`src/rtl/fir_pkg.sv`:
```
package fir_pkg;
  localparam int OFS_W = 3;

  localparam logic [OFS_W-1:0] OFS_FAULT     = 3'd0;
  localparam logic [OFS_W-1:0] OFS_FAULT_AND = 3'd1;
  localparam logic [OFS_W-1:0] OFS_MASK      = 3'd3;
  localparam logic [OFS_W-1:0] OFS_MASK_OR   = 3'd5;
  localparam logic [OFS_W-1:0] OFS_ACT0      = 3'd6;
  localparam logic [OFS_W-1:0] OFS_ACT1      = 3'd7;

  function automatic logic ofs_mapped(input logic [OFS_W-1:0] o);
    case (o)
      OFS_FAULT, OFS_FAULT_AND, OFS_MASK,
      OFS_MASK_OR, OFS_ACT0, OFS_ACT1: return 1'b1;
      default:                         return 1'b0;
    endcase
  endfunction
endpackage

```
`src/rtl/fir_decode.sv`:
```
module fir_decode #(
  parameter int NUM_UNITS = 4,
  parameter int UNIT_W    = 2,
  localparam int ADDR_W   = UNIT_W + fir_pkg::OFS_W
) (
  input  logic                      accept_i,
  input  logic                      write_i,
  input  logic [ADDR_W-1:0]         addr_i,
  output logic [UNIT_W-1:0]         unit_o,
  output logic [fir_pkg::OFS_W-1:0] ofs_o,
  output logic                      hit_o,
  output logic [NUM_UNITS-1:0]      wr_sel_o
);
  logic unit_ok;

  assign unit_o  = addr_i[ADDR_W-1:fir_pkg::OFS_W];
  assign ofs_o   = addr_i[fir_pkg::OFS_W-1:0];
  assign unit_ok = (32'(unit_o) < 32'(NUM_UNITS));
  assign hit_o   = unit_ok && fir_pkg::ofs_mapped(ofs_o);

  for (genvar i = 0; i < NUM_UNITS; i++) begin : g_sel
    assign wr_sel_o[i] = accept_i && write_i && hit_o && (unit_o == UNIT_W'(i));
  end
endmodule

```
`src/rtl/fir_unit.sv`:
```
module fir_unit #(
  parameter int DATA_W = 64
) (
  input  logic                      clk,
  input  logic                      rst,
  input  logic [DATA_W-1:0]         err_i,
  input  logic                      wr_en_i,
  input  logic [fir_pkg::OFS_W-1:0] wr_ofs_i,
  input  logic [DATA_W-1:0]         wdata_i,
  output logic [DATA_W-1:0]         fault_o,
  output logic [DATA_W-1:0]         mask_o,
  output logic [DATA_W-1:0]         act0_o,
  output logic [DATA_W-1:0]         act1_o
);
  import fir_pkg::*;

  logic [DATA_W-1:0] fault_base, fault_nxt, mask_nxt;

  // software update first, then error pulses OR in so they win
  always_comb begin
    fault_base = fault_o;
    if (wr_en_i && wr_ofs_i == OFS_FAULT)     fault_base = wdata_i;
    if (wr_en_i && wr_ofs_i == OFS_FAULT_AND) fault_base = fault_o & wdata_i;
    fault_nxt = fault_base | err_i;
  end

  always_comb begin
    mask_nxt = mask_o;
    if (wr_en_i && wr_ofs_i == OFS_MASK)    mask_nxt = wdata_i;
    if (wr_en_i && wr_ofs_i == OFS_MASK_OR) mask_nxt = mask_o | wdata_i;
  end

  always_ff @(posedge clk) begin
    if (rst) begin
      fault_o <= '0;
      mask_o  <= '1;
      act0_o  <= '0;
      act1_o  <= '0;
    end else begin
      fault_o <= fault_nxt;
      mask_o  <= mask_nxt;
      if (wr_en_i && wr_ofs_i == OFS_ACT0) act0_o <= wdata_i;
      if (wr_en_i && wr_ofs_i == OFS_ACT1) act1_o <= wdata_i;
    end
  end
endmodule

```
`src/rtl/fir_classify.sv`:
```
module fir_classify #(
  parameter int DATA_W = 64
) (
  input  logic [DATA_W-1:0] fault_i,
  input  logic [DATA_W-1:0] mask_i,
  input  logic [DATA_W-1:0] act0_i,
  input  logic [DATA_W-1:0] act1_i,
  output logic              chk_o,
  output logic              rec_o
);
  logic [DATA_W-1:0] live;

  assign live  = fault_i & ~mask_i & ~act0_i;
  assign chk_o = |(live & ~act1_i);
  assign rec_o = |(live &  act1_i);
endmodule

```
`src/rtl/fir_bank.sv`:
```
module fir_bank #(
  parameter int NUM_UNITS = 4,
  parameter int DATA_W    = 64,
  localparam int UNIT_W   = (NUM_UNITS > 1) ? $clog2(NUM_UNITS) : 1,
  localparam int ADDR_W   = UNIT_W + fir_pkg::OFS_W
) (
  input  logic                          clk,
  input  logic                          rst,
  input  logic [NUM_UNITS*DATA_W-1:0]   err_in,
  input  logic                          req_valid,
  output logic                          req_ready,
  input  logic                          req_write,
  input  logic [ADDR_W-1:0]             req_addr,
  input  logic [DATA_W-1:0]             req_wdata,
  output logic                          rsp_valid,
  output logic [DATA_W-1:0]             rsp_rdata,
  output logic                          rsp_err,
  output logic                          chk_attn,
  output logic                          rec_attn,
  output logic [NUM_UNITS-1:0]          chk_summary,
  output logic [NUM_UNITS-1:0]          rec_summary
);
  import fir_pkg::*;

  logic                   accept;
  logic [UNIT_W-1:0]      unit_idx;
  logic [OFS_W-1:0]       ofs;
  logic                   hit;
  logic [NUM_UNITS-1:0]   wr_sel;
  logic [DATA_W-1:0]      fault_a [NUM_UNITS];
  logic [DATA_W-1:0]      mask_a  [NUM_UNITS];
  logic [DATA_W-1:0]      act0_a  [NUM_UNITS];
  logic [DATA_W-1:0]      act1_a  [NUM_UNITS];
  logic [NUM_UNITS-1:0]   chk_vec, rec_vec;
  logic [DATA_W-1:0]      rd_val;

  assign accept = req_valid && req_ready;

  fir_decode #(.NUM_UNITS(NUM_UNITS), .UNIT_W(UNIT_W)) u_decode (
    .accept_i (accept),
    .write_i  (req_write),
    .addr_i   (req_addr),
    .unit_o   (unit_idx),
    .ofs_o    (ofs),
    .hit_o    (hit),
    .wr_sel_o (wr_sel)
  );

  for (genvar u = 0; u < NUM_UNITS; u++) begin : g_unit
    fir_unit #(.DATA_W(DATA_W)) u_regs (
      .clk      (clk),
      .rst      (rst),
      .err_i    (err_in[u*DATA_W +: DATA_W]),
      .wr_en_i  (wr_sel[u]),
      .wr_ofs_i (ofs),
      .wdata_i  (req_wdata),
      .fault_o  (fault_a[u]),
      .mask_o   (mask_a[u]),
      .act0_o   (act0_a[u]),
      .act1_o   (act1_a[u])
    );

    fir_classify #(.DATA_W(DATA_W)) u_class (
      .fault_i (fault_a[u]),
      .mask_i  (mask_a[u]),
      .act0_i  (act0_a[u]),
      .act1_i  (act1_a[u]),
      .chk_o   (chk_vec[u]),
      .rec_o   (rec_vec[u])
    );
  end

  // read mux: aliases return the register they modify
  always_comb begin
    rd_val = '0;
    if (hit) begin
      case (ofs)
        OFS_FAULT, OFS_FAULT_AND: rd_val = fault_a[unit_idx];
        OFS_MASK, OFS_MASK_OR:    rd_val = mask_a[unit_idx];
        OFS_ACT0:                 rd_val = act0_a[unit_idx];
        OFS_ACT1:                 rd_val = act1_a[unit_idx];
        default:                  rd_val = '0;
      endcase
    end
  end

  always_ff @(posedge clk) begin
    if (rst) begin
      req_ready <= 1'b0;
      rsp_valid <= 1'b0;
      rsp_rdata <= '0;
      rsp_err   <= 1'b0;
    end else begin
      req_ready <= 1'b1;
      rsp_valid <= accept;
      rsp_err   <= accept && !hit;
      rsp_rdata <= (accept && !req_write) ? rd_val : '0;
    end
  end

  always_ff @(posedge clk) begin
    if (rst) begin
      chk_summary <= '0;
      rec_summary <= '0;
      chk_attn    <= 1'b0;
      rec_attn    <= 1'b0;
    end else begin
      chk_summary <= chk_vec;
      rec_summary <= rec_vec;
      chk_attn    <= |chk_vec;
      rec_attn    <= |rec_vec;
    end
  end
endmodule

```
`config.mk`:
```
export PLATFORM = sky130hd
export DESIGN_NAME = fir_bank
export DESIGN_NICKNAME = d
export VERILOG_FILES = /design/src/rtl/fir_pkg.sv /design/src/rtl/fir_decode.sv /design/src/rtl/fir_unit.sv /design/src/rtl/fir_classify.sv /design/src/rtl/fir_bank.sv
export SDC_FILE = /design/constraint.sdc
export NUM_CORES = 2
export LEC_CHECK = 0
export ABC_CLOCK_PERIOD_IN_PS = 4400
export BUFFER_PORTS_ARGS = -buffer_cell sky130_fd_sc_hd__buf_2
export CAP_MARGIN = 25
export CORE_ASPECT_RATIO = 2
export CORE_MARGIN = 2
export CORE_UTILIZATION = 65
export CTS_BUF_LIST = sky130_fd_sc_hd__clkbuf_4
export CTS_CLUSTER_SIZE = 24
export DETAILED_ROUTE_END_ITERATION = 8
export GPL_TIMING_DRIVEN = 1
export PLACE_DENSITY = 0.93
export SLEW_MARGIN = 20
export SYNTH_ARGS = -nofsm -noshare
export SYNTH_HDL_FRONTEND = slang
export SYNTH_HIERARCHICAL = 1
export SYNTH_SLANG_ARGS = --single-unit
export TNS_END_PERCENT = 10
```
`constraint.sdc`:
```
create_clock -name clk -period 4.4 [get_ports clk]
set_input_delay 0.44 -clock clk [delete_from_list [all_inputs] [get_ports clk]]
set_output_delay 0.44 -clock clk [all_outputs]
set_load 0.02 [all_outputs]
```
==> qor.yml, run 1 <==
start_util: 0.656
netlist_area_sq_um: 51200
gr-total-overflow: 7
cts_buffer_depth: 3
synth.avg_cell_area_sq_um: 9.63
clock_sinks: 1101
ys.flop_type: "dfxtp_1"
async_flop_share: 0
stop_error: "[ERROR GRT-0116] Global routing finished with congestion. Check the congestion regions in the DRC Viewer."
htreeDepth: 4
post_cts_resized: 0
cts_buffers: 233
synthCells: 5315
synth-edff-count: 0
grt_max_degree: 195
dp_hpwl_mm: 164
place.gp.congestion: 1.14
dieWidth_um: 202
synth_fp_nets: 5644
ys_seq_area_frac: 0.431
io_pins: 406
synth_seq_cells: 1101
grt_pass1_wl_mm: 476
status: "stopped before the end"
rows: 145
die_h_um: 401
synthDistinctLibCells: 38
stop_stage: "global routing"
ys_warn_count: 6
grt_pass1_vias: 64960
cts-root-buf: "clkbuf_4"
port-buffer-count: 405
track_usage: 0.815
[repair_timing]
item	4_1_cts
setup buffers	0
hold buffers	580
endpoints found under the hold margin	1047
[cells by family after synthesis]
logic type,Yosys count,synth area share
multiplexers,256,0.113
AND/OR/NAND/NOR,2265,0.235
flip-flops,1101,0.431
AO/OA/AOI/OAI,1233,0.174
buffers and inverters,454,0.0472
XOR/XNOR,6,0.00103
[layer usage]
| layer | overflow | GRT usage |
|---|---|---|
| met5 | 0 | 0.251 |
| met4 | 4 | 0.822 |
| met3 | 0 | 0.692 |
| met2 | 3 | 0.952 |
| met1 | 0 | 0.822 |
[metrics by stage]
stage	area [sq um]	worst slack (ns)	std cells	hold slack (ns)
floorplan	51200	2.01	5315	0.446
global placement	54200	0.915	6460	0.458
detailed placement	54400	0.737	6481	0.465
CTS	63100	0.938	7469	0.0749
[Yosys cell counts, types with 9 or more instances]
library cell / count / area share
inv_1: 10 / 0.00073
clkbuf_1: 229 / 0.017
nor4bb_1: 216 / 0.042
nor3_1: 9 / 0.00088
nand2b_1: 13 / 0.0016
a21oi_1: 576 / 0.056
nor4b_1: 240 / 0.041
nor4_2: 12 / 0.0029
buf_6: 69 / 0.015
dfxtp_1: 1101 / 0.43
buf_1: 16 / 0.0012
a22oi_1: 64 / 0.0094
nand4_1: 36 / 0.0044
a221o_1: 256 / 0.050
mux4_2: 256 / 0.11
nor4_1: 110 / 0.013
buf_4: 13 / 0.0019
nor2_1: 524 / 0.038
buf_2: 117 / 0.011
nor2b_1: 12 / 0.0015
nand2_1: 1027 / 0.075
a221oi_1: 260 / 0.044
a32oi_1: 64 / 0.011
and4bb_1: 20 / 0.0049
==> inputs of run 2 (changes only) <==
- CORE_ASPECT_RATIO: 2 -> not set
- CORE_UTILIZATION: 65 -> 40
- CTS_BUF_LIST: sky130_fd_sc_hd__clkbuf_4 -> not set
- CTS_CLUSTER_SIZE: 24 -> not set
- PLACE_DENSITY: 0.93 -> not set
- PLACE_DENSITY_LB_ADDON: not set -> 0.15
==> qor.yml, run 2 <==
status: "finished, final reports clean"  # was stopped before the end
port-buffer-count: 405  # unchanged
holdCritStartpoint: "err_in[110]"
synth.area.top_cells: "dfxtp_1 (43%), mux4_2 (11%), nand2_1 (7.5%)"  # unchanged
synth_largest_area_cell: "dfxtp_1"  # unchanged
postRouteAntennaNets: 0
antenna_found_initial: 22
cts_buffer_depth: 3  # unchanged
clk_latency_ns: 0.80
endpoint_kind: "flop"
track_usage: 0.395
synth-edff-count: 0  # unchanged
path_class: "reg2reg"
p_per_area_nw_per_um2: 374
worst_pin_slew_ns: 1.29
tns_ns: 0
slew_headroom: 0.127
synth_top_area_frac: 0.431  # unchanged
layout_common_cells: "dfxtp_1 (1,101), nand2_1 (1,027), a21oi_1 (576)"
cts_hold_buf: 253  # was 580
grt_pass1_vias: 45826
dieWidth_um: 362  # was 202 um
multi_input_comb_area_sq_um: 27300
skew_ns: 0.0343
final-seq-area_sq_um: 22000
synthCells: 5315  # unchanged
rsz0062_at_grt: "no"
wl_per_cell_um: 35.1
io_pins: 406  # unchanged
ys.flop_type: "dfxtp_1"  # unchanged
finalSetupViolations: 0
ys_warn_count: 6  # unchanged
final_nets: 6186
vdd_drop_max_uv: 381
worstReg2RegStart: "req_ready"
rows: 131  # was 145
ys_seq_area_frac: 0.431  # unchanged
cts_buffers: 130  # was 233
drive_gt1_frac: 0.196
worstPathRequired_ns: 5.07
fmax_ghz: 0.306
syn_to_final_growth_pct: 21.3
fin_crit_sh: 0.744
postCtsSetupBuffers: 0  # unchanged
utilization: 0.488
viasPerCell: 6.72
drtPass1Iterations: 6
htreeDepth: 4  # unchanged
cts_tree: "yes"
synth.avg_cell_area_sq_um: 9.63  # unchanged
p_leak_nw: 21.2
gr-total-overflow: 0
cap_violations: 0
crit_start: "req_ready"
async_flop_share: 0  # unchanged
yosysMostFrequentCell: "dfxtp_1"  # unchanged
synth_seq_cells: 1101  # unchanged
layout_commonest_cell: "dfxtp_1"
synthDistinctLibCells: 38  # unchanged
die_h_um: 362  # was 401 um
clock_sinks: 1101  # unchanged
start_kind: "flop"
drt-initial-drc-count: 9070
grt_max_degree: 207
wl_mm: 268
dp_hpwl_mm: 177  # was 164 mm
netlist_area_sq_um: 51200  # unchanged
design_power_total_mw: 23.2
die-area_sq_um: 131000
min_period_ns: 3.27
worstPathMaxFanout: 52
synth_fp_nets: 5644  # unchanged
drc: 0
grt_pass1_wl_mm: 367
synth_commonest_cells: "dfxtp_1 (1,101), nand2_1 (1,027), a21oi_1 (576)"  # unchanged
min_path_type: "in2reg"
cts-root-buf: "clkbuf_16"  # was clkbuf_4
clkTransAtPathRegs_ns: 0.06
vias: 51299
post_cts_resized: 0  # unchanged
crit_arrival_ns: 3.94
drv_slew: 0
fill_cells: 11831
start_util: 0.402  # was 0.656
hold_viol_final: 0
place.gp.congestion: 1.07  # was 1.14
core_sq_um: 127000
==> run 2: layer usage <==
metal,global-route usage,wire (um),up-vias
li1,-,-,21457
met4,0.216,17200,16
met5,0,111,-
met2,0.574,113000,3789
met3,0.120,35600,662
met1,0.522,102000,25375
==> run 2: layout make-up <==
class                      count  area share
inverter                      10    0.000605
clock buffer                 183      0.0601
multi-input combinational   3760       0.439
tap                         1662      0.0335
sequential                  1101       0.355
antenna                       12    0.000484
timing repair buffer         854       0.103
clock inverter                50     0.00800
==> run 2: cell families (layout without fill, tap and decap cells) <==
kind of cell | Yosys count | after routing | synth area share
simple gates | 2265 | 2265 | 0.235
compound gates | 1233 | 1233 | 0.174
flops | 1101 | 1101 | 0.431
buf+inv | 454 | 1097 | 0.0472
mux | 256 | 256 | 0.113
xor+xnor | 6 | 6 | 0.00103
other cells | 0 | 12 | 0
==> run 2: path summary, 6_finish.rpt <==
check             slack, ns  cells after the start                            to
setup / recovery       1.13                      8   g_unit[0].u_regs/fault_o[9]
hold / removal         0.05                      3  g_unit[1].u_regs/fault_o[46]
setup reg to reg       1.13                      8   g_unit[0].u_regs/fault_o[9]
hold reg to reg        0.48                      2   g_unit[3].u_regs/act0_o[24]
==> run 2: per-stage QoR <==
step           instance area (sq um)  hold WS, ns  cells  setup slack (ns)
2_1_floorplan                  51200        0.446   5315              2.01
3_3_place_gp                   54800        0.460   7094              1.05
3_5_place_dp                   55200        0.465   7121              1.06
4_1_cts                        61900     0.000705   7607              1.32
5_1_grt                        62100       0.0332   7623              1.02
6_report                       62100       0.0469   7632              1.13
==> run 2: power by group <==
part	leakage, nW	internal, mW	switching (mW)	total, mW
registers	8.97	10.2	0.308	10.5
logic	10.1	0.789	1.01	1.80
clock network	2.10	6.30	4.66	11.0
==> run 2: critical path, stage by stage (launching register included) <==
cell and delay, ns:
dfxtp_1 0.43, nand2_1 0.16, inv_1 0.08, nand2_1 0.11
a2111oi_2 0.71, nor3b_4 0.65, nand2b_4 0.29, buf_12 0.29
a221oi_1 0.34
(Power assumes the default switching activity.)
